===== config.mk =====
export PLATFORM = sky130hd
export DESIGN_NAME = srv_exec_drv
export DESIGN_NICKNAME = d
export VERILOG_FILES = /design/src/rtl/srv_drv_pkg.sv /design/src/rtl/srv_flag_reg.sv /design/src/rtl/srv_settle_cnt.sv /design/src/rtl/srv_seq.sv /design/src/rtl/srv_exec_drv.sv
export SDC_FILE = /design/constraint.sdc
export NUM_CORES = 1
export LEC_CHECK = 0
export BUFFER_PORTS_ARGS = -buffer_cell sky130_fd_sc_hd__buf_2
export CELL_PAD_IN_SITES_DETAIL_PLACEMENT = 1
export CELL_PAD_IN_SITES_GLOBAL_PLACEMENT = 2
export CORE_ASPECT_RATIO = 1.5
export CORE_MARGIN = 10
export CORE_UTILIZATION = 25
export CTS_CLUSTER_DIAMETER = 60
export CTS_CLUSTER_SIZE = 10
export DETAILED_ROUTE_END_ITERATION = 6
export MAX_ROUTING_LAYER = met4
export PLACE_DENSITY = 0.75
export SYNTH_ARGS = -nofsm -noshare
export SYNTH_HDL_FRONTEND = slang
export SYNTH_SLANG_ARGS = --single-unit

===== constraint.sdc =====
create_clock -name clk -period 1.55 [get_ports clk]
set_input_delay 0.0775 -clock clk [delete_from_list [all_inputs] [get_ports clk]]
set_output_delay 0.0775 -clock clk [all_outputs]
set_load 0.05 [all_outputs]

===== src/rtl/srv_drv_pkg.sv =====
package srv_drv_pkg;
  typedef enum logic [2:0] {
    ST_IDLE,
    ST_LOAD,
    ST_SETTLE,
    ST_FIRE,
    ST_AWAIT
  } srv_st_e;
endpackage


===== src/rtl/srv_flag_reg.sv =====
module srv_flag_reg (
  input  logic clk,
  input  logic rst_n,
  input  logic set_i,
  input  logic clr_i,
  output logic flag_o
);
  // clear has priority over set
  always_ff @(posedge clk) begin
    if (!rst_n)     flag_o <= 1'b0;
    else if (clr_i) flag_o <= 1'b0;
    else if (set_i) flag_o <= 1'b1;
  end
endmodule


===== src/rtl/srv_settle_cnt.sv =====
module srv_settle_cnt #(
  parameter int DLY_W = 8
) (
  input  logic             clk,
  input  logic             rst_n,
  input  logic             load_i,
  input  logic [DLY_W-1:0] dly_i,
  input  logic             run_i,
  output logic             zero_o
);
  logic [DLY_W-1:0] cnt_q;

  always_ff @(posedge clk) begin
    if (!rst_n)                      cnt_q <= '0;
    else if (load_i)                 cnt_q <= dly_i;
    else if (run_i && cnt_q != '0)   cnt_q <= cnt_q - 1'b1;
  end

  assign zero_o = (cnt_q == '0);
endmodule


===== src/rtl/srv_seq.sv =====
module srv_seq
  import srv_drv_pkg::*;
#(
  parameter int ID_W = 8
) (
  input  logic            clk,
  input  logic            rst_n,
  input  logic            flag_i,
  input  logic            zero_i,
  input  logic            done_i,
  input  logic [ID_W-1:0] id_i,
  output logic            load_o,
  output logic            settle_o,
  output logic            fire_o,
  output logic            clr_o,
  output logic            await_o,
  output logic [ID_W-1:0] tgt_o
);
  srv_st_e st_q, st_d;

  always_comb begin
    st_d = st_q;
    unique case (st_q)
      ST_IDLE:   if (flag_i) st_d = ST_LOAD;
      ST_LOAD:   st_d = ST_SETTLE;
      ST_SETTLE: if (zero_i) st_d = ST_FIRE;
      ST_FIRE:   st_d = ST_AWAIT;
      ST_AWAIT:  if (done_i) st_d = ST_IDLE;
      default:   st_d = ST_IDLE;
    endcase
  end

  always_ff @(posedge clk) begin
    if (!rst_n) st_q <= ST_IDLE;
    else        st_q <= st_d;
  end

  // target register: written only in the load state
  always_ff @(posedge clk) begin
    if (!rst_n)      tgt_o <= '0;
    else if (load_o) tgt_o <= id_i;
  end

  assign load_o   = (st_q == ST_LOAD);
  assign settle_o = (st_q == ST_SETTLE);
  assign fire_o   = (st_q == ST_FIRE);
  assign await_o  = (st_q == ST_AWAIT);
  assign clr_o    = await_o && done_i;
endmodule


===== src/rtl/srv_exec_drv.sv =====
module srv_exec_drv #(
  parameter int ID_W  = 8,
  parameter int DLY_W = 8
) (
  input  logic             clk,
  input  logic             rst_n,
  input  logic             flag_set_i,
  input  logic [ID_W-1:0]  move_id_i,
  input  logic [DLY_W-1:0] settle_dly_i,
  input  logic             move_done_i,
  output logic             exec_flag_o,
  output logic [ID_W-1:0]  tgt_addr_o,
  output logic             trig_o
);
  logic load_w, settle_w, zero_w, clr_w, await_w;

  srv_flag_reg u_flag (
    .clk(clk), .rst_n(rst_n), .set_i(flag_set_i), .clr_i(clr_w),
    .flag_o(exec_flag_o)
  );

  srv_settle_cnt #(.DLY_W(DLY_W)) u_cnt (
    .clk(clk), .rst_n(rst_n), .load_i(load_w), .dly_i(settle_dly_i),
    .run_i(settle_w), .zero_o(zero_w)
  );

  srv_seq #(.ID_W(ID_W)) u_seq (
    .clk(clk), .rst_n(rst_n), .flag_i(exec_flag_o), .zero_i(zero_w),
    .done_i(move_done_i), .id_i(move_id_i), .load_o(load_w),
    .settle_o(settle_w), .fire_o(trig_o), .clr_o(clr_w),
    .await_o(await_w), .tgt_o(tgt_addr_o)
  );
endmodule


==> results of run 1 <==
registers in the layout (all words and copies together) (netlist names):
name / count
u_seq.tgt_o: 8
u_cnt.cnt_q: 8
u_flag.flag_o: 1
u_seq.st_q: 3
metrics by stage:
step / instances / total power [µW]
after global placement: 186 / 1233
after floorplan: 109 / 1027
after global routing: 191 / 1939
final: 191 / 1808
after CTS: 191 / 1820
after detailed placement: 186 / 1255
final timing paths:
kind | to | startpoint | slack (ns) | depth (start not counted)
worst min-delay path | u_flag.flag_o | move_done_i | 0.008 | 2
worst min register to register | u_seq.tgt_o[5] | u_seq.tgt_o[5] | 0.46 | 2
worst max register to register | u_cnt.cnt_q[7] | u_cnt.cnt_q[0] | 0.01 | 6
worst max-delay path | u_cnt.cnt_q[7] | u_cnt.cnt_q[0] | 0.01 | 6
cell families after synthesis:
logic type / Yosys count / share of synthesized area
xor+xnor: 4 / 0.03800
compound gates: 29 / 0.1818
buf+inv: 10 / 0.04478
simple gates: 44 / 0.2741
fa+ha+maj: 2 / 0.02713
flops: 20 / 0.4342
cell type report:
class,count,area (µm²),share of cell area
clock buffer,3,41.29,0.03182
inverter,4,15.01,0.01157
timing repair buffer,41,247.7,0.1909
tap,43,53.80,0.04147
clock inverter,1,30.03,0.02314
sequential,20,402.9,0.3105
multi-input combinational,79,506.7,0.3906
what timing repair did:
action | in CTS | in global routing
buffers inserted | 1 | 0
resized for setup | 4 | 3
endpoints found under the hold margin | 0 | 0
setup endpoints to repair | 3 | 5
pin swaps | 2 | 2
where the power goes:
| group | internal [µW] | leakage, µW | switching [µW] |
|---|---|---|---|
| Sequential | 591 | 0.000164 | 75.7 |
| Combinational | 295 | 0.000338 | 328 |
| Clock | 344 | 0.0000357 | 174 |
| Total | 1230 | 0.000538 | 577 |
cell usage in the layout, fill, tap and decap left out, types with 2 or more instances in the layout:
master,n
a211oi_1,2
a21oi_1,15
nand4b_1,2
nor3b_1,2
dfxtp_1,18
inv_1,2
buf_4,11
o21ai_0,6
nor2_1,8
nand3_1,3
inv_2,2
clkbuf_8,3
nand2_1,18
xnor2_1,3
a31oi_1,2
buf_2,29
dfxtp_2,2
routing by layer:
| metal | global-route usage | vias up | share of wire |
|---|---|---|---|
| met5 | - | - | 0 |
| met4 | 0.03704 | 0 | 0.019 |
| met3 | 0.01154 | 4 | 0.023 |
| met2 | 0.1628 | 22 | 0.52 |
| met1 | 0.1031 | 433 | 0.43 |
| li1 | - | 457 | - |
==> summary.md, run 1 <==
| Metric | Value |
|---|---|
| Initial antenna violation count | 0 |
| Final setup margin | 0.01481 ns |
| GR Overflow Total | 0 |
| Antenna cells | 0 |
| Placed cell area | 1191 µm² |
| PortBufs | 29 |
| Die ar. | ~6600 µm² |
| CP endpoint kind | flop |
| Main synth FF type | dfxtp_1 |
| Hold Violations, Final | 0 |
| Yosys reg bits | 20 |
| Filler cells | 437 |
| DRC Markers | 0 |
| Synth Cell Area | 922.1 µm² |
| Share of the synthesized area in the top cell type | 0.4342 |
| RSZ-0062 raised after global routing | true |
| Number of global-route vias before repair | 1,074 |
| Antenna viol nets, final | 0 |
| Starting DRT DRC Count | 7 |
| Critical path class | reg -> reg |
| Row cnt | 27 |
| Clock Skews | between 0.003 and 0.004 ns |
| CTS Root Cell | clkbuf_8 |
| CP top delay family | simple AND/OR/NAND/NOR gates |
| CTS Buf Count | 3 |
| Clk sinks | 20 |
| Status | finished clean |
| Crit path required time | 1.73 ns |
| Total track usage | 0.09240 |
| Slew @ Worst Pin | ~0.42 ns |
| Worst EP arrival | between 1.5 and 2 ns |
| Most frequent cell after synthesis | dfxtp_1 |
| Syn Area/Cell | 8.460 µm² |
| Final GP Congestion | 0.7785 |
| Worst-case clock buffer depth | 2 |
| CP max stage delay | 0.43 ns |
| Final TNS setup | 0 ns |
| Worst Setup Start Kind | flop |
| Max cap viols | 0 |
| First-pass GRT wire length | 4.961 mm |
| Final Cell Area | 1297 µm² |
| CTS hold repair buffers | 0 |
| Buf/Inv on CP | 1 |
| Clock-pin slew on the worst setup and hold paths | approximately 0.080 ns |
| Core ar. | 3615 µm² |
| CP max-delay cell | or4_1 |
| Number of synthesized flops with an enable pin | 0 |
| Fin crit period | 1.535 ns |
| Drt first pass iters | 4 |
| Static Leak | 0.0005379 µW |
| CP max FO | 4 |
| Rel. slew slack | 0.7203 |
| Final Util | 0.3589 |
| Vias per inst | 4.796 |
| Initial Util | 0.2551 |
| Max Slew Vio Count | 0 |
| Cell Pwr Density | 1393 nW/µm² |
| Routed WL per cell | 14.80 µm |
| Final Setup Violations | 0 |
| Syn Inst Count | between 100 and 150 |
| Worst IR Drop VDD | 0.0006611 V |
| Die height | around 94 µm |
| Final nets | roughly 170 |
| H-tree levels | 1 |
| Syn Nets | 131 |
| DP Worst Slack | -0.07858 ns |
| CTS tree | done |
| WHS | 0.008408 ns |
| Fin crit share | 0.9904 |
| Share of cells above drive strength 1 | 0.3784 |
| I/O Pins | 30 |
| Post-synth top cells | 20 x dfxtp_1, 18 x nand2_1, 15 x a21oi_1 |
| Worst skew pair latency | approximately 0.25 ns |
| Unique masters post-synth | 31 |
| Fmax | 0.6514 GHz |
| Vias | between 900 and 1,000 |
| Crit-path cells | inv_2 -> ha_4 -> nor4b_4 -> nand4b_1 -> or4_1 -> a31oi_1 |
| Die X | 69.59 µm |
| Final wirelength | 2.827 mm |
| Area Overhead vs Synth | 40.71% |
| Ys async rst share | 0 |
| HP Class | in -> reg |
| Sequential area share after synthesis | 0.4342 |
| Post-synth top area cell | dfxtp_1 |
| Top cells by area, synth | dfxtp_1 43%, a21oi_1 8.1%, nand2_1 7.3%, o21ai_0 3.3%, nor2_1 3.3% |
| Largest net degree at the start of global routing | 19 |
| Ys Warns | 0 |
| Detailed Place HPWL | 2.267 mm |
(Power assumes the default switching activity.)
==> run 2, diff against run 1 <==
--- a/config.mk
+++ b/config.mk
@@ -5,17 +5,19 @@
 export SDC_FILE = /design/constraint.sdc
 export NUM_CORES = 1
 export LEC_CHECK = 0
+export ABC_AREA = 1
 export BUFFER_PORTS_ARGS = -buffer_cell sky130_fd_sc_hd__buf_2
 export CELL_PAD_IN_SITES_DETAIL_PLACEMENT = 1
 export CELL_PAD_IN_SITES_GLOBAL_PLACEMENT = 2
 export CORE_ASPECT_RATIO = 1.5
 export CORE_MARGIN = 10
-export CORE_UTILIZATION = 25
+export CORE_UTILIZATION = 24
 export CTS_CLUSTER_DIAMETER = 60
 export CTS_CLUSTER_SIZE = 10
 export DETAILED_ROUTE_END_ITERATION = 6
 export MAX_ROUTING_LAYER = met4
-export PLACE_DENSITY = 0.75
+export PLACE_DENSITY = 0.74
+export SKIP_LAST_GASP = 1
 export SYNTH_ARGS = -nofsm -noshare
 export SYNTH_HDL_FRONTEND = slang
 export SYNTH_SLANG_ARGS = --single-unit
==> summary.md, run 2 <==
| Metric | Value |
|---|---|
| Pwr Total | 1695 µW (was 1808 µW) |
| Detailed Place HPWL | 2.564 mm (was 2.267 mm) |
| Met3 global-route usage | 0.01874 (was 0.01154) |
| Crit-path cells | inv_1 -> ha_1 -> nand3_1 -> o21bai_4 -> nand2_4 -> clkinv_4 -> nand2_2 -> a21oi_2 (was inv_2 -> ha_4 -> nor4b_4 -> nand4b_1 -> or4_1 -> a31oi_1) |
| Min-delay src | move_id_i[4] (was move_done_i) |
| Post-synth top cells | 32 x nand2_1, 20 x dfxtp_1, 17 x nor2_1 (was 20 x dfxtp_1, 18 x nand2_1, 15 x a21oi_1) |
| Commonest cells after routing, fill and taps aside | 32 x nand2_1, 29 x buf_2, 20 x dfxtp_1 (was 29 x buf_2, 18 x nand2_1, 18 x dfxtp_1) |
| Commonest non-fill, non-tap cell in the layout | nand2_1 (was buf_2) |
| PortBufs | 29 (unchanged) |
| Antenna cells | 0 (unchanged) |
| Net Sw Frac | 0.4043 (was 0.3195) |
| Sequential cell area | 400.4 µm² (was 402.9 µm²) |
| Placed cell area | 1254 µm² (was 1191 µm²) |
| Clock Skews | 0.003666 ns (was 0.003396 ns) |
| Clk pwr share | 0.196 (was 0.287) |
| Share of cells above drive strength 1 | 0.2865 (was 0.3784) |
| Number of global-route vias before repair | 1,177 (was 1,074) |
| Antenna viol nets, final | 0 (unchanged) |
| Fmax | 0.7139 GHz (was 0.6514 GHz) |
| Unique masters post-synth | 27 (was 31) |
| Non-Filler Instances | 224 (was 191) |
| Final Util | 0.3077 (was 0.3589) |
| CTS Root Cell | clkbuf_8 (unchanged) |
| Crit path required time | 1.74 ns (was 1.73 ns) |
| Worst EP arrival | 1.59 ns (was 1.72 ns) |
| Slew @ Worst Pin | 0.4947 ns (was 0.4190 ns) |
| Worst Hold Path Cells | 3 (was 2) |
| Net Switching | 685.3 µW (was 577.5 µW) |
| Combinational power share | 0.416 (was 0.345) |
| Gr busiest metal | met2 (unchanged) |
| Largest net degree at the start of global routing | 14 (was 19) |
| Routing usage on met2 | 0.1579 (was 0.1628) |
| HP Class | in -> reg (unchanged) |
| Met1 usage | 0.09845 (was 0.1031) |
| Die ar. | 7433 µm² (was 6568 µm²) |
| Vias | 1,048 (was 916) |
| Final nets | 202 (was 171) |
| Yosys reg bits | 20 (unchanged) |
| Clk sinks | 20 (unchanged) |
| Final Cell Area | 1295 µm² (was 1297 µm²) |
| I/O Pins | 30 (unchanged) |
| Internal cell power | 1010 µW (was 1230 µW) |
| DRC Markers | 0 (unchanged) |
| Fin crit share | 0.9037 (was 0.9904) |
| Starting DRT DRC Count | 22 (was 7) |
| Area Overhead vs Synth | 24.25% (was 40.71%) |
| Die height | 100.7 µm (was 94.38 µm) |
| Worst Setup Start Kind | flop (unchanged) |
| Hold Violations, Final | 0 (unchanged) |
| Buf/Inv on CP | 2 (was 1) |
| Die X | 73.81 µm (was 69.59 µm) |
| Syn Nets | 168 (was 131) |
| Max Slew Vio Count | 0 (unchanged) |
| CTS tree | done (unchanged) |
| Top Registers | u_cnt.cnt_q (8), u_seq.tgt_o (8), u_seq.st_q (3) (unchanged) |
| Vias per inst | 4.679 (was 4.796) |
| Core ar. | 4209 µm² (was 3615 µm²) |
| Reg-to-reg slack, setup | 0.15 ns (was 0.01 ns) |
| Rel. slew slack | 0.6699 (was 0.7203) |
| R2R depth | 8 (was 6) |
| Number of synthesized flops with an enable pin | 0 (unchanged) |
| Routed WL per cell | 14.18 µm (was 14.80 µm) |
| GR Overflow Total | 0 (unchanged) |
| Ys Warns | 0 (unchanged) |
| CTS hold repair buffers | 0 (unchanged) |
| H-tree levels | 1 (unchanged) |
| Ys async rst share | 0 (unchanged) |
| Placed Cells | 221 (was 186) |
| Post-synth top area cell | dfxtp_1 (unchanged) |
| FF-to-FF Start | u_cnt.cnt_q[0] (unchanged) |
| Worst IR Drop VDD | 0.0004901 V (was 0.0006611 V) |
| Filler cells | 541 (was 437) |
| Fin crit period | 1.401 ns (was 1.535 ns) |
| Main synth FF type | dfxtp_1 (unchanged) |
| Post-CTS setup buffers | 0 (was 1) |
| Status | finished clean (unchanged) |
| Static Leak | 0.0005821 µW (was 0.0005379 µW) |
| Syn Area/Cell | 7.139 µm² (was 8.460 µm²) |
| Critical path class | reg -> reg (unchanged) |
| CTS Buf Count | 3 (unchanged) |
| Worst-case clock buffer depth | 2 (unchanged) |
| Worst skew pair latency | 0.25 ns (about the same) |
| Initial antenna violation count | 0 (unchanged) |
| CP endpoint kind | flop (unchanged) |
| Final TNS setup | 0 ns (unchanged) |
| Sequential share of power | 0.388 (was 0.369) |
| Clock-pin slew on the worst setup and hold paths | 0.07 ns (was 0.08 ns) |
| Max cap viols | 0 (unchanged) |
| Sequential area share after synthesis | 0.3842 (was 0.4342) |
| CP max-delay cell | dfxtp_1 (was or4_1) |
| Drt first pass iters | 3 (was 4) |
| CP max FO | 8 (was 4) |
| Final wirelength | 3.177 mm (was 2.827 mm) |
| Most frequent cell after synthesis | nand2_1 (was dfxtp_1) |
| First-pass GRT wire length | 5.306 mm (was 4.961 mm) |
| RSZ-0062 raised after global routing | false (was true) |
| Row cnt | 29 (was 27) |
| Initial Util | 0.2476 (was 0.2551) |
| Total track usage | 0.09023 (was 0.09240) |
| Share of the synthesized area in the top cell type | 0.3842 (was 0.4342) |
| Hold Path Sink | u_seq.tgt_o[4] (was u_flag.flag_o) |
| Syn Inst Count | 146 (was 109) |
| Multi-input gate area | 551.8 µm² (was 506.7 µm²) |
| Worst R2R End | u_cnt.cnt_q[5] (was u_cnt.cnt_q[7]) |
| Top cells by area, synth | dfxtp_1 38%, nand2_1 12%, nor2_1 6.1%, nand3_1 5.8%, inv_1 5.8% (was dfxtp_1 43%, a21oi_1 8.1%, nand2_1 7.3%, o21ai_0 3.3%, nor2_1 3.3%) |
| CP max stage delay | 0.34 ns (was 0.43 ns) |
| Cell Pwr Density | 1309 nW/µm² (was 1393 nW/µm²) |
| CP top delay family | flip-flops (was simple AND/OR/NAND/NOR gates) |
| Post-CTS sizing | 0 (was 4) |
| Synth Cell Area | 1042 µm² (was 922.1 µm²) |
| Final GP Congestion | 0.7735 (was 0.7785) |
| Final Setup Violations | 0 (unchanged) |
run 2: kinds of logic after synthesis:
kind of cell	share of synthesized area
buffers and inverters	0.09124
adders and majority gates	0.02401
xor gates and xnor gates	0.008405
DFF	0.3841
AOI/OAI and AO/OA	0.1681
and+or+nand+nor	0.3241
run 2: worst max-delay path by stage:
| stage | startpoint | end | slack (ns) | cells after the start |
|---|---|---|---|---|
| 2_1_floorplan | u_seq.st_q[1] | u_seq.st_q[2] | 0.17 | 3 |
| 3_3_place_gp | u_seq.st_q[2] | u_seq.tgt_o[1] | 0.18 | 6 |
| 3_5_place_dp | u_seq.st_q[2] | u_seq.tgt_o[5] | 0.14 | 6 |
| 4_1_cts | u_seq.st_q[2] | u_seq.tgt_o[5] | 0.11 | 6 |
| 5_1_grt | u_seq.st_q[2] | u_seq.tgt_o[5] | 0.04 | 6 |
| 6_report | u_cnt.cnt_q[0] | u_cnt.cnt_q[5] | 0.15 | 8 |
run 2: worst reg2reg max path, delay by kind of cell (launching register included):
| kind | cells | cell delay (ns) |
|---|---|---|
| AOI/OAI and AO/OA | 2 | 0.34 |
| adders and majority gates | 1 | 0.16 |
| buffers and inverters | 2 | 0.22 |
| DFF | 1 | 0.34 |
| and+or+nand+nor | 3 | 0.29 |
run 2: metal layers:
metal  vias to the layer above  part of all wire  routed length [µm]
met3                         4             0.025                  79
li1                        538                 -                   -
met1                       486              0.44                1382
met5                         -                 0                   0
met2                        20              0.53                1681
met4                         0             0.010                  33
run 2: metrics by stage:
| stage | setup WS (ns) | hold WS (ns) |
|---|---|---|
| 2_1_floorplan | 0.1674 | 0.1953 |
| 3_3_place_gp | 0.1805 | 0.3246 |
| 5_1_grt | 0.03566 | 0.07300 |
| 6_report | 0.1493 | 0.06703 |
| 3_5_place_dp | 0.1363 | 0.3360 |
| 4_1_cts | 0.1071 | 0.06029 |
run 2: power by group through the flow:
stage	sequential [µW]	clock [µW]	combinational [µW]
final	657	333	705
after global placement	665	0	701
after detailed placement	669	0	716
after global routing	671	371	791
after floorplan	710	0	481
after CTS	658	350	722
run 2: cell type report:
class                   count  area share
clock buffers               3     0.03188
inverters                  17     0.05314
multi-input cells         105      0.4261
flip-flops and latches     20      0.3092
well taps                  46     0.04444
repair buffers             33      0.1353
==> run 3, diff against run 2 <==
--- a/config.mk
+++ b/config.mk
@@ -12,7 +12,7 @@
 export CORE_ASPECT_RATIO = 1.5
 export CORE_MARGIN = 10
 export CORE_UTILIZATION = 24
-export CTS_CLUSTER_DIAMETER = 60
+export CTS_BUF_LIST = sky130_fd_sc_hd__clkbuf_16
 export CTS_CLUSTER_SIZE = 10
 export DETAILED_ROUTE_END_ITERATION = 6
 export MAX_ROUTING_LAYER = met4
==> summary.md, run 3 (same netlist as run 2, synthesis figures left out) <==
| Metric | Value |
|---|---|
| Die X | 73.81 µm (unchanged) |
| Filler cells | 542 (was 541) |
| Clk sinks | 20 (unchanged) |
| Rel. slew slack | 0.6602 (was 0.6699) |
| Cell Pwr Density | 1414 nW/µm² (was 1309 nW/µm²) |
| FF-to-FF Start | u_cnt.cnt_q[0] (unchanged) |
| Total track usage | 0.09025 (was 0.09023) |
| CTS hold repair buffers | 0 (unchanged) |
| Multi-input gate area | 551.8 µm² (unchanged) |
| R2R depth | 7 (was 8) |
| Share of cells above drive strength 1 | 0.2865 (unchanged) |
| Sequential cell area | 400.4 µm² (unchanged) |
| Final nets | 202 (unchanged) |
| Slew @ Worst Pin | 0.5092 ns (was 0.4947 ns) |
| Vias | 1,052 (was 1,048) |
| Clock-pin slew on the worst setup and hold paths | 0.05 ns (was 0.07 ns) |
| Final Setup Violations | 0 (unchanged) |
| Commonest non-fill, non-tap cell in the layout | nand2_1 (unchanged) |
| CTS Root Cell | clkbuf_16 (was clkbuf_8) |
| CP endpoint kind | flop (unchanged) |
| CP max FO | 8 (unchanged) |
| DP Worst Slack | 0.1363 ns (unchanged) |
| GR Overflow Total | 0 (unchanged) |
| Reg-to-reg slack, setup | 0.16 ns (was 0.15 ns) |
| Worst Hold Path Cells | 3 (unchanged) |
| Antenna viol nets, final | 0 (unchanged) |
| Drt first pass iters | 3 (unchanged) |
| Final GP Congestion | 0.7735 (unchanged) |
| Final setup margin | 0.1637 ns (was 0.1493 ns) |
| Hold Path Sink | u_seq.tgt_o[4] (unchanged) |
| Final wirelength | 3.187 mm (was 3.177 mm) |
| Post-CTS sizing | 0 (unchanged) |
| Antenna cells | 0 (unchanged) |
| Static Leak | 0.0005975 µW (was 0.0005821 µW) |
| Status | finished clean (unchanged) |
| Die height | 100.7 µm (unchanged) |
| Row cnt | 29 (unchanged) |
| PortBufs | 29 (unchanged) |
| Detailed Place HPWL | 2.564 mm (unchanged) |
| Worst IR Drop VDD | 0.0005392 V (was 0.0004901 V) |
| Top Registers | u_cnt.cnt_q (8), u_seq.tgt_o (8), u_seq.st_q (3) (unchanged) |
| RSZ-0062 raised after global routing | false (unchanged) |
| Die ar. | 7433 µm² (unchanged) |
| H-tree levels | 1 (unchanged) |
| Clock Skews | 0.002178 ns (was 0.003666 ns) |
| Number of global-route vias before repair | 1,180 (was 1,177) |
| Largest net degree at the start of global routing | 14 (unchanged) |
| Min-delay src | move_id_i[4] (unchanged) |
| Commonest cells after routing, fill and taps aside | 32 x nand2_1, 29 x buf_2, 20 x dfxtp_1 (unchanged) |
| Fin crit share | 0.8944 (was 0.9037) |
| Max cap viols | 0 (unchanged) |
| Crit path required time | 1.69 ns (was 1.74 ns) |
| HP Class | in -> reg (unchanged) |
| Critical path class | reg -> reg (unchanged) |
| Worst R2R End | u_cnt.cnt_q[4] (was u_cnt.cnt_q[5]) |
| Worst-case clock buffer depth | 2 (unchanged) |
| Initial Util | 0.2476 (unchanged) |
| Starting DRT DRC Count | 35 (was 22) |
| Worst skew pair latency | 0.25 ns (about the same) |
| Post-CTS setup buffers | 0 (unchanged) |
| CTS tree | done (unchanged) |
| Core ar. | 4209 µm² (unchanged) |
| First-pass GRT wire length | 5.292 mm (was 5.306 mm) |
| DRC Markers | 0 (unchanged) |
| Worst EP arrival | 1.52 ns (was 1.59 ns) |
| Worst Setup Start Kind | flop (unchanged) |
| Fmax | 0.7213 GHz (was 0.7139 GHz) |
| Area Overhead vs Synth | 27.49% (was 24.25%) |
| Vias per inst | 4.696 (was 4.679) |
| Hold Violations, Final | 0 (unchanged) |
| Max Slew Vio Count | 0 (unchanged) |
| Final TNS setup | 0 ns (unchanged) |
| I/O Pins | 30 (unchanged) |
| Initial antenna violation count | 0 (unchanged) |
| CTS Buf Count | 3 (unchanged) |
| Fin crit period | 1.386 ns (was 1.401 ns) |
| Routed WL per cell | 14.23 µm (was 14.18 µm) |
## run 3: per-stage QoR
stage	std cells	hold slack, ns	power (µW)	instance area (µm²)	utilization
floorplan	146	0.1953	1191	1047	-
global placement	221	0.3246	1367	1254	0.2979
detailed placement	221	0.3360	1385	1254	0.2979
CTS	224	0.07193	1916	1329	0.3157
global route	224	0.08737	2016	1329	0.3157
finish	224	0.07558	1879	1329	0.3157
## run 3: area by class of cell
cell class / instances / area share
clock buffer: 3 / 0.05650
inverter: 17 / 0.05179
multi-input combinational: 105 / 0.4153
sequential: 20 / 0.3013
tap: 46 / 0.04331
timing repair buffer: 33 / 0.1318
## run 3: worst max path at each step
stage	from	to	cells past startpoint
6_report	u_cnt.cnt_q[0]	u_cnt.cnt_q[4]	7
5_1_grt	u_cnt.cnt_q[0]	u_cnt.cnt_q[4]	7
3_5_place_dp	u_seq.st_q[2]	u_seq.tgt_o[5]	6
4_1_cts	u_seq.st_q[2]	u_seq.tgt_o[5]	6
2_1_floorplan	u_seq.st_q[1]	u_seq.st_q[2]	3
3_3_place_gp	u_seq.st_q[2]	u_seq.tgt_o[1]	6
## run 3: critical path, stage by stage, from the launching register on
cell and delay [ns]:
dfxtp_1 0.33, inv_1 0.10, ha_1 0.16, nand3_1 0.12, o21bai_4 0.21, nand2_4 0.11
o21ai_0 0.18, nor2_1 0.06
## run 3: per-layer routing
| layer | track usage | vias up | part of all wire |
|---|---|---|---|
| met2 | 0.1618 | 21 | 0.54 |
| met3 | 0.01874 | 4 | 0.029 |
| met4 | 0.02158 | 0 | 0.0069 |
| met5 | - | - | 0 |
| met1 | 0.09679 | 490 | 0.43 |
| li1 | - | 537 | - |
## run 3: report_power, final
part / internal, µW / switching (µW) / leakage [µW] / total [µW]
Clock: 340 / 178 / 0.0000370 / 518
Sequential: 585 / 72.2 / 0.000164 / 657
Combinational: 253 / 452 / 0.000397 / 704
Total: 1180 / 702 / 0.000598 / 1880
